[src/rtl/adc_scan_pkg.sv]
package adc_scan_pkg;
  localparam int FRAME_W = 16;
  localparam int RES_W   = 10;

  typedef enum logic [1:0] {ENG_IDLE, ENG_SETUP, ENG_SHIFT, ENG_GAP} eng_state_t;

  // Select word: manual mode, doubled range, channel field, fixed bit 6.
  function automatic logic [FRAME_W-1:0] make_cmd(input logic [3:0] ch);
    logic [FRAME_W-1:0] w;
    w = '0;
    w[12]   = 1'b1;
    w[11]   = 1'b1;
    w[10:7] = ch;
    w[6]    = 1'b1;
    return w;
  endfunction

  function automatic logic [RES_W-1:0] take_result(input logic [FRAME_W-1:0] w);
    return w[11:2];
  endfunction
endpackage

[src/rtl/spi_frame_engine.sv]
module spi_frame_engine
  import adc_scan_pkg::*;
#(
  parameter int CLK_DIV  = 8,
  parameter int GAP_SCLK = 63
) (
  input  logic               clk,
  input  logic               rst_n,
  input  logic               start,
  input  logic [FRAME_W-1:0] cmd,
  output logic               ready,
  output logic               done,
  output logic [FRAME_W-1:0] rx_word,
  output logic               sclk,
  output logic               cs_n,
  output logic               mosi,
  input  logic               miso
);
  localparam int HALF    = CLK_DIV / 2;
  localparam int DW      = $clog2(CLK_DIV);
  localparam int BW      = $clog2(FRAME_W);
  localparam int GAP_CYC = GAP_SCLK * CLK_DIV;
  localparam int GW      = $clog2(GAP_CYC + 1);

  eng_state_t         st;
  logic [DW-1:0]      cnt;
  logic [BW-1:0]      bitn;
  logic [GW-1:0]      gcnt;
  logic [FRAME_W-1:0] sh, rx;

  assign ready = (st == ENG_IDLE);

  always_ff @(posedge clk or negedge rst_n) begin
    if (!rst_n) begin
      st <= ENG_IDLE; cnt <= '0; bitn <= '0; gcnt <= '0;
      sh <= '0; rx <= '0; rx_word <= '0; done <= 1'b0;
      sclk <= 1'b0; cs_n <= 1'b1; mosi <= 1'b0;
    end else begin
      done <= 1'b0;
      unique case (st)
        ENG_IDLE: if (start) begin
          cs_n <= 1'b0; sh <= cmd; cnt <= '0; st <= ENG_SETUP;
        end
        ENG_SETUP: begin
          if (cnt == DW'(HALF - 1)) begin
            cnt <= '0; bitn <= '0; st <= ENG_SHIFT;
          end else cnt <= cnt + 1'b1;
        end
        ENG_SHIFT: begin
          // launch on the rising edge, capture on the falling edge
          if (cnt == '0) begin
            sclk <= 1'b1; mosi <= sh[FRAME_W-1]; sh <= {sh[FRAME_W-2:0], 1'b0};
          end
          if (cnt == DW'(HALF)) begin
            sclk <= 1'b0; rx <= {rx[FRAME_W-2:0], miso};
          end
          if (cnt == DW'(CLK_DIV - 1)) begin
            cnt <= '0;
            if (bitn == BW'(FRAME_W - 1)) begin
              cs_n <= 1'b1; mosi <= 1'b0; done <= 1'b1; rx_word <= rx;
              gcnt <= '0; st <= ENG_GAP;
            end else bitn <= bitn + 1'b1;
          end else cnt <= cnt + 1'b1;
        end
        ENG_GAP: begin
          if (gcnt == GW'(GAP_CYC - 1)) st <= ENG_IDLE;
          else gcnt <= gcnt + 1'b1;
        end
        default: st <= ENG_IDLE;
      endcase
    end
  end

  p_sclk_idle_r3: assert property (@(posedge clk) disable iff (!rst_n) cs_n |-> !sclk);
  p_mosi_hold_r3: assert property (@(posedge clk) disable iff (!rst_n) $fell(sclk) |-> $stable(mosi));
  p_cs_gap_r4:    assert property (@(posedge clk) disable iff (!rst_n) $rose(cs_n) |=> cs_n);
endmodule

[src/rtl/scan_timer.sv]
module scan_timer #(
  parameter int PERIOD_CYC = 1000000
) (
  input  logic clk,
  input  logic rst_n,
  input  logic early,
  input  logic busy,
  input  logic hold,
  output logic start
);
  localparam int TW = $clog2(PERIOD_CYC);

  logic [TW-1:0] cnt;
  logic          pend, fire, want;

  assign fire  = (cnt == TW'(PERIOD_CYC - 1));
  assign want  = fire | early | pend;
  assign start = want & ~busy & ~hold;

  // Reload on a deadline or a trigger: deadlines stay on a fixed grid.
  always_ff @(posedge clk or negedge rst_n) begin
    if (!rst_n) begin
      cnt <= '0; pend <= 1'b0;
    end else begin
      cnt  <= (fire | early) ? '0 : cnt + 1'b1;
      pend <= want & ~start;
    end
  end
endmodule

[src/rtl/result_bank.sv]
module result_bank
  import adc_scan_pkg::*;
#(
  parameter int NUM_CH = 16,
  parameter int CH_W   = $clog2(NUM_CH)
) (
  input  logic             clk,
  input  logic             rst_n,
  input  logic             wr_en,
  input  logic [CH_W-1:0]  wr_ch,
  input  logic [RES_W-1:0] wr_data,
  input  logic             swap,
  input  logic             rd_valid,
  output logic             rd_ready,
  input  logic [CH_W:0]    rd_ch,
  output logic             rsp_valid,
  input  logic             rsp_ready,
  output logic [RES_W-1:0] rsp_data,
  output logic             rsp_bad
);
  logic [RES_W-1:0] bank [2][NUM_CH];
  logic             sel;
  logic             in_range;

  assign rd_ready = ~rsp_valid | rsp_ready;
  assign in_range = (rd_ch < (CH_W+1)'(NUM_CH));

  always_ff @(posedge clk or negedge rst_n) begin
    if (!rst_n) begin
      for (int b = 0; b < 2; b++)
        for (int c = 0; c < NUM_CH; c++) bank[b][c] <= '0;
      sel <= 1'b0; rsp_valid <= 1'b0; rsp_data <= '0; rsp_bad <= 1'b0;
    end else begin
      if (wr_en) bank[~sel][wr_ch] <= wr_data;
      if (swap)  sel <= ~sel;
      if (rd_valid && rd_ready) begin
        rsp_valid <= 1'b1;
        rsp_bad   <= ~in_range;
        rsp_data  <= in_range ? bank[sel][rd_ch[CH_W-1:0]] : '0;
      end else if (rsp_ready) begin
        rsp_valid <= 1'b0;
      end
    end
  end

  p_rsp_hold_r11: assert property (@(posedge clk) disable iff (!rst_n)
    rsp_valid && !rsp_ready |=> rsp_valid && $stable(rsp_data) && $stable(rsp_bad));
  p_bad_zero_r10: assert property (@(posedge clk) disable iff (!rst_n)
    rsp_valid && rsp_bad |-> rsp_data == '0);
endmodule

[src/rtl/adc_scan_seq.sv]
module adc_scan_seq
  import adc_scan_pkg::*;
#(
  parameter int CLK_DIV    = 8,
  parameter int GAP_SCLK   = 63,
  parameter int PERIOD_CYC = 1000000,
  parameter int NUM_CH     = 16,
  parameter int PAD_FRAMES = 2
) (
  input  logic        clk,
  input  logic        rst_n,
  input  logic        scan_now,
  input  logic        shut_req,
  output logic        shut_done,
  output logic        scan_done,
  output logic        sclk,
  output logic        cs_n,
  output logic        mosi,
  input  logic        miso,
  input  logic        rd_valid,
  output logic        rd_ready,
  input  logic [4:0]  rd_ch,
  output logic        rsp_valid,
  input  logic        rsp_ready,
  output logic [9:0]  rsp_data,
  output logic        rsp_bad
);
  localparam int NFRAMES = NUM_CH + PAD_FRAMES;
  localparam int FW      = $clog2(NFRAMES);
  localparam int CH_W    = $clog2(NUM_CH);

  logic               busy, scan_start, eng_ready, eng_done, eng_go, last;
  logic [FW-1:0]      idx;
  logic [3:0]         fch;
  logic [FRAME_W-1:0] rx_word;
  logic               wr_en;
  logic [CH_W-1:0]    wr_ch;

  scan_timer #(.PERIOD_CYC(PERIOD_CYC)) u_timer (
    .clk(clk), .rst_n(rst_n), .early(scan_now), .busy(busy),
    .hold(shut_req | shut_done), .start(scan_start));

  // padding frames repeat the highest channel
  assign fch    = (idx < FW'(NUM_CH)) ? idx[3:0] : 4'(NUM_CH - 1);
  assign eng_go = busy & eng_ready;
  assign last   = (idx == FW'(NFRAMES - 1));
  assign wr_en  = eng_done & (idx >= FW'(PAD_FRAMES));
  assign wr_ch  = CH_W'(idx - FW'(PAD_FRAMES));

  spi_frame_engine #(.CLK_DIV(CLK_DIV), .GAP_SCLK(GAP_SCLK)) u_eng (
    .clk(clk), .rst_n(rst_n), .start(eng_go), .cmd(make_cmd(fch)),
    .ready(eng_ready), .done(eng_done), .rx_word(rx_word),
    .sclk(sclk), .cs_n(cs_n), .mosi(mosi), .miso(miso));

  always_ff @(posedge clk or negedge rst_n) begin
    if (!rst_n) begin
      busy <= 1'b0; idx <= '0; scan_done <= 1'b0; shut_done <= 1'b0;
    end else begin
      scan_done <= 1'b0;
      shut_done <= shut_done | (shut_req & ~busy);
      if (scan_start) begin
        busy <= 1'b1; idx <= '0;
      end else if (eng_done) begin
        if (last) begin
          busy <= 1'b0; scan_done <= 1'b1;
        end else idx <= idx + 1'b1;
      end
    end
  end

  result_bank #(.NUM_CH(NUM_CH)) u_bank (
    .clk(clk), .rst_n(rst_n), .wr_en(wr_en), .wr_ch(wr_ch),
    .wr_data(take_result(rx_word)), .swap(eng_done & last),
    .rd_valid(rd_valid), .rd_ready(rd_ready), .rd_ch(rd_ch),
    .rsp_valid(rsp_valid), .rsp_ready(rsp_ready), .rsp_data(rsp_data), .rsp_bad(rsp_bad));

  p_done_pulse_r6: assert property (@(posedge clk) disable iff (!rst_n) scan_done |=> !scan_done);
  p_quiet_stop_r9: assert property (@(posedge clk) disable iff (!rst_n) shut_done |-> cs_n && !busy);
  p_no_start_r9:   assert property (@(posedge clk) disable iff (!rst_n) shut_req |-> !scan_start);
endmodule

[config.mk]
export PLATFORM = sky130hd
export DESIGN_NAME = adc_scan_seq
export DESIGN_NICKNAME = d
export VERILOG_FILES = /design/src/rtl/adc_scan_pkg.sv /design/src/rtl/spi_frame_engine.sv /design/src/rtl/scan_timer.sv /design/src/rtl/result_bank.sv /design/src/rtl/adc_scan_seq.sv
export SDC_FILE = /design/constraint.sdc
export NUM_CORES = 1
export LEC_CHECK = 0
export BUFFER_PORTS_ARGS = -buffer_cell sky130_fd_sc_hd__clkbuf_2
export CORE_MARGIN = 2
export CORE_UTILIZATION = 40
export DETAILED_ROUTE_END_ITERATION = 6
export SYNTH_ARGS = -nofsm -noshare
export SYNTH_HDL_FRONTEND = slang
export SYNTH_SLANG_ARGS = --single-unit
[constraint.sdc]
create_clock -name clk -period 3.4 [get_ports clk]
set_clock_uncertainty 0.15 [all_clocks]
set_input_delay 0.68 -clock clk [delete_from_list [all_inputs] [get_ports clk]]
set_output_delay 0.68 -clock clk [all_outputs]
set_load 0.05 [all_outputs]
==> qor.csv, run 1 <==
stage;metric;value;unit
synth;synth_top_cells_by_count;dfrtp_1 (415), mux2_2 (352), mux2i_1 (88);
synth;avgSynthCellArea;13.7;um2
sta;drv_slew;0;
setup_path;worstSetupPathType;flop to flop;
synth;synth-async-reset-ratio;100;%
floorplanning;die_w;223;um
floorplanning;row_count;80;
placement;globalplace.congestion;0.759;
synth;yosys-top-cells-area;dfrtp_1 (54%), mux2_2 (21%), mux4_2 (4.7%);
setup_path;reg2regPathDepth;5;
sta;tns;0;ps
synth;yosysWarnings;0;
clock_network;root_buffer;clkbuf_16;
clock_network;clk_path_buf_depth;3;
sta;hold_ws;173;ps
sta;max_slew_margin;43.1;%
placement;hpwl;27800;um
finish;fin_nets;1459;
route;routedWlPerCell;20.8;um
clock_network;post_cts_buffers;0;
route;firstDrtPassIters;5;
sta;setup_viol_count_final;0;
finish;finish.utilization;45.4;%
synth;ys_ff_latch;416;
synth;synthAdderAreaFrac;1.24;%
route;vias_per_cell;5.48;
global_routing;antenna_found_initial;0;
clock_network;clock-sinks;416;
sta;rsz0062_at_grt;false;
worst_hold_path;worstHoldPathType;input port to flop;
finish;final.fill_count;4290;
setup_path;crit_fanout;33;
setup_path;setup.worst_path.end_class;flop;
finish;drive_gt1_share;37.7;%
synth;yosysMostFrequentCell;dfrtp_1;
setup_path;crit_required;3680;ps
synth;synth_top_family_by_area;multiplexers;
floorplanning;die_h;223;um
clock_network;cts_made_buffers;44;
setup_path;r2r-start;u_bank.sel;
clock_network;clock_latency;540;ps
sta;max_freq;0.343;GHz
synth;synth_mux_area_share;30.4;%
power_and_ir_drop;peakVddDrop;503;uV
worst_hold_path;min_from;scan_now;
global_routing;grt_usage;17.7;%
sta;tightest_slew;846;ps
clock_network;cts_hold_buf;1;
power_and_ir_drop;leakagePower;10.1;nW
placement;io_buffers;29;
outcome;status;finished, final reports clean;
route;antenna_left;0;
sta;min_period;2910;ps
clock_network;cts.repair.resized;0;
synth;syn_nets;1424;
clock_network;clk_pin_slew;60;ps
global_routing;grt_pass1_vias;11900;
floorplanning;core_area;0.0474;mm2
global_routing;overflow;0;
finish;area_growth;12.4;%
setup_path;r2r_setup_slack;490;ps
global_routing;grt_start_max_net_pins;75;
sta;fin_crit_sh;85.7;%
synth;synth_edf_count;0;
synth;seq_area_frac_synth;54.4;%
clock_network;h-tree-depth;2;
power_and_ir_drop;power_density;530;mW/mm2
route;drc;0;
global_routing;grt_pass1_wl;69200;um
finish;antenna_cells;0;
synth;yosys.area_share.simple;5.24;%
job;max_cap_violations;0;
worst_hold_path;holdPathStages;2;
clock_network;cts_tree;built;
synth;synth_compound_area_share;5.15;%
setup_path;endpoint;u_bank.rsp_data[8];
synth;synthFlopType;dfrtp_1;
finish;register_area;0.0104;mm2
synth;synth_top_area_share;54.2;%
synth;synth_cell_types;55;
route;vias;11400;
setup_path;cp.arrival;3190;ps
sta;final-hold-violation-count;0;
synth;synthCells;1393;
route;wl;43200;um
synth;synth_xor_area_share;1.33;%
floorplanning;initial_core_util;40.3;%
synth;synth_top_cell_by_area;dfrtp_1;
setup_path;cp-start-kind;flop;
finish;multi_input_area;0.00829;mm2
setup_path;cp-startpoint;u_bank.sel;
route;drt_iter0_markers;746;
floorplanning;pin_count;30;
floorplanning;die_area;0.0496;mm2
setup_path;reg2reg_to;u_bank.rsp_data[8];
synth;synth_area;0.0191;mm2
[worst max-delay path, cell delays in order, from the launching register on]
cell	delay, ps
dfrtp_4	870
buf_4	630
mux4_2	600
mux2i_1	180
a221oi_1	150
a22o_1	200
[registers in the layout, indices dropped and copies added (netlist names), 2 cells and up]
signal / flops
u_eng.gcnt: 9
u_eng.st: 2
idx: 5
u_eng.rx: 12
u_bank.rsp_data: 10
u_bank.bank: 320
u_timer.cnt: 20
u_eng.cnt: 3
u_eng.bitn: 4
u_eng.sh: 10
u_eng.rx_word: 10
[cell usage in the layout (no fill, tap or decap), types with 9 or more instances in the layout]
cell and n:
nand3_1 17, mux4_2 40, inv_1 16, nor3_1 10
xor2_1 15, nor2b_1 14, buf_4 34, a21oi_1 37
nand2b_1 9, nor2_1 51, ha_1 19, clkbuf_2 28
mux2i_1 88, clkinv_2 9, xnor2_1 14, a22o_1 10
nand2_1 73, a22oi_1 23, o21ai_0 17, clkbuf_16 45
nand4_1 9, dfrtp_1 414, mux2_2 352, a221oi_1 10
clkbuf_8 10
[logic make-up after synthesis]
group | count (synthesis)
AOI/OAI and AO/OA | 135
xor gates and xnor gates | 29
adders and majority gates | 19
buffers and inverters | 96
DFF | 416
muxes | 486
and+or+nand+nor | 212
[power by group]
| group | switching, mW | internal [mW] |
|---|---|---|
| Combinational | 0.818 | 0.450 |
| Clock | 1.93 | 2.93 |
| Sequential | 0.157 | 5.12 |
| Total | 2.91 | 8.50 |
[metrics by stage]
stage / cells / setup WS, ps / total power, mW / instance area (um2)
6_report: 2073 / 487 / 11.4 / 21500
5_1_grt: 2073 / 307 / 11.9 / 21500
3_5_place_dp: 1996 / 276 / 6.64 / 20000
2_1_floorplan: 1393 / 982 / 6.21 / 19100
3_3_place_gp: 1996 / 254 / 6.60 / 20000
4_1_cts: 2073 / 403 / 11.6 / 21500
[routing by layer]
layer	wire length [um]	GRT usage, %	up-vias
li1	-	-	5133
met1	20700	25.8	5981
met2	19800	27.5	189
met3	1600	2.86	66
met4	1120	5.00	0
met5	0	0	-
[layout make-up]
class | instances | area share (%)
clock buffer | 63 | 6.01
clock inverter | 13 | 0.768
inverter | 16 | 0.279
multi-input combinational | 881 | 38.5
sequential | 416 | 48.4
tap | 615 | 3.58
timing repair buffer | 69 | 2.42
[worst min-delay path by stage]
| stage | endpoint | slack [ps] |
|---|---|---|
| after floorplan | busy | 230 |
| after global placement | shut_done | 320 |
| after detailed placement | u_eng.sclk | 320 |
| after CTS | u_timer.cnt[4] | 150 |
| after global routing | u_timer.cnt[4] | 170 |
| final | u_timer.cnt[4] | 170 |
(Power assumes the default switching activity.)
==> run 2: changes to the inputs <==
--- a/config.mk
+++ b/config.mk
@@ -11,4 +11,5 @@
 export DETAILED_ROUTE_END_ITERATION = 6
 export SYNTH_ARGS = -nofsm -noshare
 export SYNTH_HDL_FRONTEND = slang
+export SYNTH_HIERARCHICAL = 1
 export SYNTH_SLANG_ARGS = --single-unit
==> constraint.sdc (replaced) <==
create_clock -name clk -period 2.45 [get_ports clk]
set_clock_uncertainty 0.15 [all_clocks]
set_input_delay 0.49 -clock clk [delete_from_list [all_inputs] [get_ports clk]]
set_output_delay 0.49 -clock clk [all_outputs]
set_load 0.05 [all_outputs]
==> run 2 against run 1 <==
The run now ends with DRC left. Register-to-register slack worse by 440 ps. Synthesized cell count is 4.8% higher. Combinational power is 88% higher. Non-clock buffer count is 97 higher. Flip-flop and latch count is 6 higher. Critical path depth is 2 higher. Wire length is 11% higher. Largest power group unchanged. Highest routed layer unchanged.
==> qor.csv, run 2 <==
stage;metric;value;unit;change
route;wl;48000;um;+11%
placement;io_buffers;29;;unchanged
global_routing;grt_start_max_net_pins;73;;-2.7%
setup_path;cp-start-kind;flop;;
global_routing;grt.met3_usage;3.19;%;+0.34 points
setup_path;path_cells;buf_12, buf_12, mux4_1, nor2b_1, a211oi_2, buf_4, o41ai_2;;
floorplanning;die_area;0.0521;mm2;+5.0%
clock_network;clock-sinks;422;;+1.4%
floorplanning;initial_core_util;40.4;%;about the same
route;vias_per_cell;5.38;;-1.9%
clock_network;clk_pin_slew;60;ps;about the same
synth;yosysWarnings;6;;+6
synth;avgSynthCellArea;13.8;um2;+0.29%
finish;final_cell_mix;dfrtp_1 (419), mux2_2 (321), mux2i_1 (100);;
power_and_ir_drop;leakagePower;11.1;nW;+10%
outcome;violations;DRC;;
floorplanning;die_w;228;um;+2.5%
route;antenna_left;0;;unchanged
placement;globalplace.congestion;0.835;;+10%
route;drt_iter0_markers;796;;+6.7%
sta;tightest_slew;1300;ps;+453 ps
clock_network;clk_path_buf_depth;3;;unchanged
finish;largest_reg_flops;320;;unchanged
setup_path;critical-path-slowest-cell;mux4_1;;
setup_path;crit_top_cell;buf_12;;
global_routing;met2_usage;29.1;%;+1.6 points
route;firstDrtPassIters;7;;+2
route;drc;1;;+1
route;routedWlPerCell;20.9;um;+0.46%
setup_path;slowest_delay;610;ps;-260 ps
floorplanning;die_h;228;um;+2.5%
finish;area_growth;18.1;%;
sta;rsz0062_at_grt;true;;
finish;biggestRegsByFlops;u_bank/bank: 320 flops, u_timer/cnt: 20 flops, u_eng/sh: 16 flops;;
global_routing;grt.busiest_layer;met2;;
setup_path;setup.worst_path.end_class;flop;;
setup_path;crit_fanout;9;;-73%
finish;drive_gt1_share;41.9;%;+4.2 points
setup_path;worstSetupPathType;flop to flop;;
worst_hold_path;worstHoldPathType;input port to flop;;
sta;max_freq;0.416;GHz;+21%
finish;mostFrequentLayoutCell;dfrtp_1;;
floorplanning;row_count;82;;+2.5%
global_routing;overflow;0;;unchanged
setup_path;cp.arrival;2700;ps;-490 ps
sta;final-hold-violation-count;0;;unchanged
clock_network;h-tree-depth;2;;unchanged
clock_network;cts_made_buffers;46;;+4.5%
sta;layout_setup_ws;44.1;ps;-443 ps
global_routing;grt_pass1_vias;12700;;+7.5%
finish;design_area;0.0238;mm2;+10%
sta;min_period;2410;ps;-507 ps
placement;pre_cts_ws;-162;ps;-438 ps
power_and_ir_drop;power_density;711;mW/mm2;+34%
placement;hpwl;31000;um;+12%
sta;drv_slew;0;;unchanged
route;vias;12300;;+8.5%
sta;fin_crit_sh;98.2;%;+13 points
job;max_cap_violations;0;;unchanged
finish;top_register;u_bank/bank;;
synth;synthCells;1460;;+4.8%
global_routing;grt_usage;18.5;%;+0.75 points
clock_network;root_buffer;clkbuf_16;;
outcome;status;complete, but fails checks;;
clock_network;clock_latency;590;ps;+50 ps
placement;dpl_cell_area;0.0220;mm2;+9.5%
floorplanning;core_area;0.0499;mm2;+5.1%
floorplanning;pin_count;30;;unchanged
sta;setup_viol_count_final;0;;unchanged
global_routing;use_met1;26.2;%;+0.42 points
finish;fin_nets;1617;;+11%
finish;final.fill_count;4465;;+4.1%
clock_network;cts_tree;built;;
setup_path;crit_required;2750;ps;-930 ps
setup_path;cp.buffers_inverters;3;;+2
sta;tns;0;ps;unchanged
synth;synth_area;0.0201;mm2;+5.1%
finish;antenna_cells;0;;unchanged
global_routing;grt_pass1_wl;75300;um;+8.8%
power_and_ir_drop;peakVddDrop;673;uV;+34%
sta;max_slew_margin;13.3;%;-30 points
global_routing;antenna_found_initial;1;;+1
setup_path;critical-path-top-delay-family;multiplexers;;
[run 2: worst register-to-register path, delay by kind of cell (launching register included)]
kind,cells,cell delay (ps)
mux,1,620
buf+inv,3,490
flops,1,450
compound gates,2,400
simple gates,1,170
[run 2: final cells by class]
cell class              instances  area, um2  share of cell area, %
well taps                     672        841                   3.54
clock inverters                12        204                  0.858
multi-input cells             930       9070                   38.2
repair buffers                166       1680                   7.06
flip-flops and latches        422      10600                   44.5
clock buffers                  68       1320                   5.57
inverters                      22       82.6                  0.347
[run 2: metal layers]
metal,wire length [um],part of all wire (%),vias to the layer above
met3,2190,4.6,64
met5,0,0,-
met4,1040,2.2,0
met1,22400,47,6427
met2,22300,47,238
li1,-,-,5605
[run 2: timing repair]
item                                   CTS  global route
hold buffers                             6             0
pin swaps                                0             2
setup buffers                            0             3
cloned                                   1             3
resized for setup                        5            39
setup endpoints to repair               11           210
endpoints found under the hold margin   45             0
[run 2: final timing paths]
path	from	endpoint	slack (ps)	depth (start not counted)
worst max-delay path	u_bank/sel	u_bank/rsp_data[7]	40	7
worst min register to register	shut_done	shut_done	330	1
worst max register to register	u_bank/sel	u_bank/rsp_data[7]	40	7
worst min-delay path	rsp_ready	u_bank/rsp_valid	70	3
max in group asynchronous	rst_n	u_bank/bank[298]	1030	3
min in group asynchronous	rst_n	u_bank/bank[45]	300	2
[run 2: report_power, final]
part           switching (mW)  internal [mW]  total [mW]  leakage [nW]
Clock                    2.79           4.25        7.04         0.749
Combinational            1.50          0.894        2.39          4.59
Sequential              0.203           7.25        7.46          5.79
Total                    4.49           12.4        16.9          11.1
[run 2: metrics by stage]
step | power, mW | hold WS (ps) | utilization [%] | cells
3_3_place_gp | 9.82 | 303 | 44.0 | 2199
2_1_floorplan | 9.15 | 44.4 | - | 1470
4_1_cts | 17.0 | 38.6 | 47.3 | 2286
6_report | 16.9 | 74.9 | 47.7 | 2292
3_5_place_dp | 9.88 | 305 | 44.0 | 2199
5_1_grt | 17.7 | 110 | 47.7 | 2292
==> run 3: changes to the inputs <==
==> constraint.sdc (replaced) <==
create_clock -name clk -period 2.45 [get_ports clk]
set_clock_uncertainty 0.15 [all_clocks]
set_input_delay 0 -clock clk [delete_from_list [all_inputs] [get_ports clk]]
set_output_delay 0 -clock clk [all_outputs]
set_load 0.05 [all_outputs]
==> run 3 against run 2 <==
Design area shrank 0.55%. Highest routed layer unchanged. Largest power group unchanged. Critical path type unchanged. Count of clock-buffer cells in the layout grew 6. The run now ends clean. Sequential share of layout area grew 0.24 points.
==> qor.csv, run 3 (synthesis gave the netlist of run 2 again) <==
stage;metric;value;unit;change
finish;register_area;0.0106;mm2;about the same
setup_path;cp.arrival;2710;ps;about the same
route;vias;12300;;-0.39%
finish;top_register;u_bank/bank;;
setup_path;crit_required;2760;ps;about the same
setup_path;cp-start-kind;flop;;
placement;hpwl;30500;um;-1.6%
finish;area_growth;17.4;%;
global_routing;grt_pass1_wl;76000;um;+0.96%
clock_network;clk_path_buf_depth;3;;unchanged
route;drc;0;;-1
outcome;status;finished, final reports clean;;
setup_path;slowest_delay;560;ps;-50 ps
global_routing;antenna_found_initial;0;;-1
route;drt_iter0_markers;777;;-2.4%
route;drt-met1-wl;22900;um;+2.2%
route;firstDrtPassIters;5;;-2
finish;instances_no_fill;2289;;-0.13%
floorplanning;core_area;0.0499;mm2;unchanged
sta;tightest_slew;1200;ps;-95.3 ps
route;wl_met2;22100;um;-0.84%
global_routing;grt_pass1_vias;12900;;+0.91%
route;vias_per_cell;5.37;;-0.26%
placement;pre_cts_ws;54.7;ps;+217 ps
sta;layout_setup_ws;53.8;ps;+9.75 ps
finish;mostFrequentLayoutCell;dfrtp_1;;
finish;antenna_cells;0;;unchanged
clock_network;root_buffer;clkbuf_16;;
global_routing;grt_usage;18.6;%;+0.16 points
job;max_cap_violations;0;;unchanged
route;highest_layer;met4;;
clock_network;clk_pin_slew;60;ps;about the same
clock_network;clock_latency;580;ps;about the same
finish;multi_input_area;0.00900;mm2;-0.76%
floorplanning;initial_core_util;40.4;%;unchanged
finish;largest_reg_flops;320;;unchanged
clock_network;cts_tree;built;;
setup_path;crit_fanout;45;;+36
placement;io_buffers;29;;unchanged
finish;finish.utilization;47.4;%;-0.26 points
power_and_ir_drop;peakVddDrop;676;uV;+0.47%
sta;final-hold-violation-count;0;;unchanged
finish;drive_gt1_share;40.8;%;-1.1 points
power_and_ir_drop;power_density;701;mW/mm2;-1.3%
power_and_ir_drop;leakagePower;11.1;nW;-0.53%
clock_network;h-tree-depth;2;;unchanged
floorplanning;die_area;0.0521;mm2;unchanged
floorplanning;row_count;82;;unchanged
clock_network;cts_made_buffers;46;;unchanged
global_routing;overflow;0;;unchanged
placement;place_inst;2188;;-0.50%
setup_path;setup.worst_path.end_class;flop;;
setup_path;critical-path-slowest-cell;dfrtp_4;;
route;routedWlPerCell;20.9;um;-0.36%
route;wl;47700;um;-0.49%
global_routing;grt_start_max_net_pins;66;;-9.6%
sta;hold_ws;54.6;ps;-20.3 ps
floorplanning;die_h;228;um;unchanged
route;wl_met3;1730;um;-21%
sta;min_period;2400;ps;-9.75 ps
worst_hold_path;worstHoldPathType;input port to flop;;
finish;biggestRegsByFlops;u_bank/bank: 320 flops, u_timer/cnt: 20 flops, u_eng/sh: 16 flops;;
sta;max_freq;0.417;GHz;+0.41%
setup_path;worstSetupPathType;flop to flop;;
placement;globalplace.congestion;0.816;;-2.3%
route;antenna_left;0;;unchanged
sta;setup_viol_count_final;0;;unchanged
finish;final.fill_count;4433;;-0.72%
finish;fin_nets;1612;;-0.31%
sta;max_slew_margin;19.7;%;+6.4 points
sta;drv_slew;0;;unchanged
clock_network;clock-sinks;422;;unchanged
floorplanning;pin_count;30;;unchanged
power_and_ir_drop;p_total;16.6;mW;-1.9%
finish;final_cell_mix;dfrtp_1 (420), mux2_2 (321), mux2i_1 (100);;
floorplanning;die_w;228;um;unchanged
setup_path;path_cells;buf_4, buf_16, nand2_4, or4_1, buf_6, mux2_4;;
sta;fin_crit_sh;97.8;%;-0.40 points
run 3: routing by layer:
layer  track usage, %  vias up
met2             29.2      197
li1                 -     5583
met5                0        -
met4             4.66        0
met1             27.1     6439
met3             2.98       67
run 3: per-stage QoR:
step	cell area (um2)	TNS, ps
after global placement	21900	0
after CTS	23500	0
after global routing	23600	-297
after detailed placement	21900	0
final	23600	0
after floorplan	20200	-462
run 3: layout make-up:
type,count,area share [%]
flip-flops and latches,422,44.7
multi-input cells,931,38.1
repair buffers,160,7.08
clock buffers,74,6.00
well taps,672,3.56
inverters,22,0.349
clock inverters,8,0.217
run 3: what timing repair did:
item / 4_1_cts / 5_1_grt
gates resized for setup: 0 / 21
endpoints found under the setup margin: 0 / 150
buffers inserted: 0 / 3
hold endpoints to repair: 464 / 0
hold buffers: 13 / 0
run 3: worst max-delay path: cells and delay by family (launching register included):
family | cells | cell delay [ps]
multiplexers | 1 | 310
AND/OR/NAND/NOR | 2 | 570
buffers and inverters | 3 | 680
flip-flops | 1 | 560
run 3: worst paths after layout:
| path | startpoint | end | slack (ps) | cells past startpoint |
|---|---|---|---|---|
| setup reg to reg | u_bank/sel | u_bank/bank[237] | 50 | 6 |
| hold / removal | scan_now | u_timer/cnt[4] | 50 | 3 |
| max in group asynchronous | rst_n | u_timer/cnt[6] | 1220 | 4 |
| hold reg to reg | shut_done | shut_done | 330 | 1 |
| min in group asynchronous | rst_n | u_bank/bank[53] | 530 | 4 |
| setup / recovery | u_bank/sel | u_bank/bank[237] | 50 | 6 |
run 3: report_power, final:
group          switching (mW)  internal (mW)
sequential              0.196           7.25
combinational            1.52          0.872
clock                    2.79           3.95
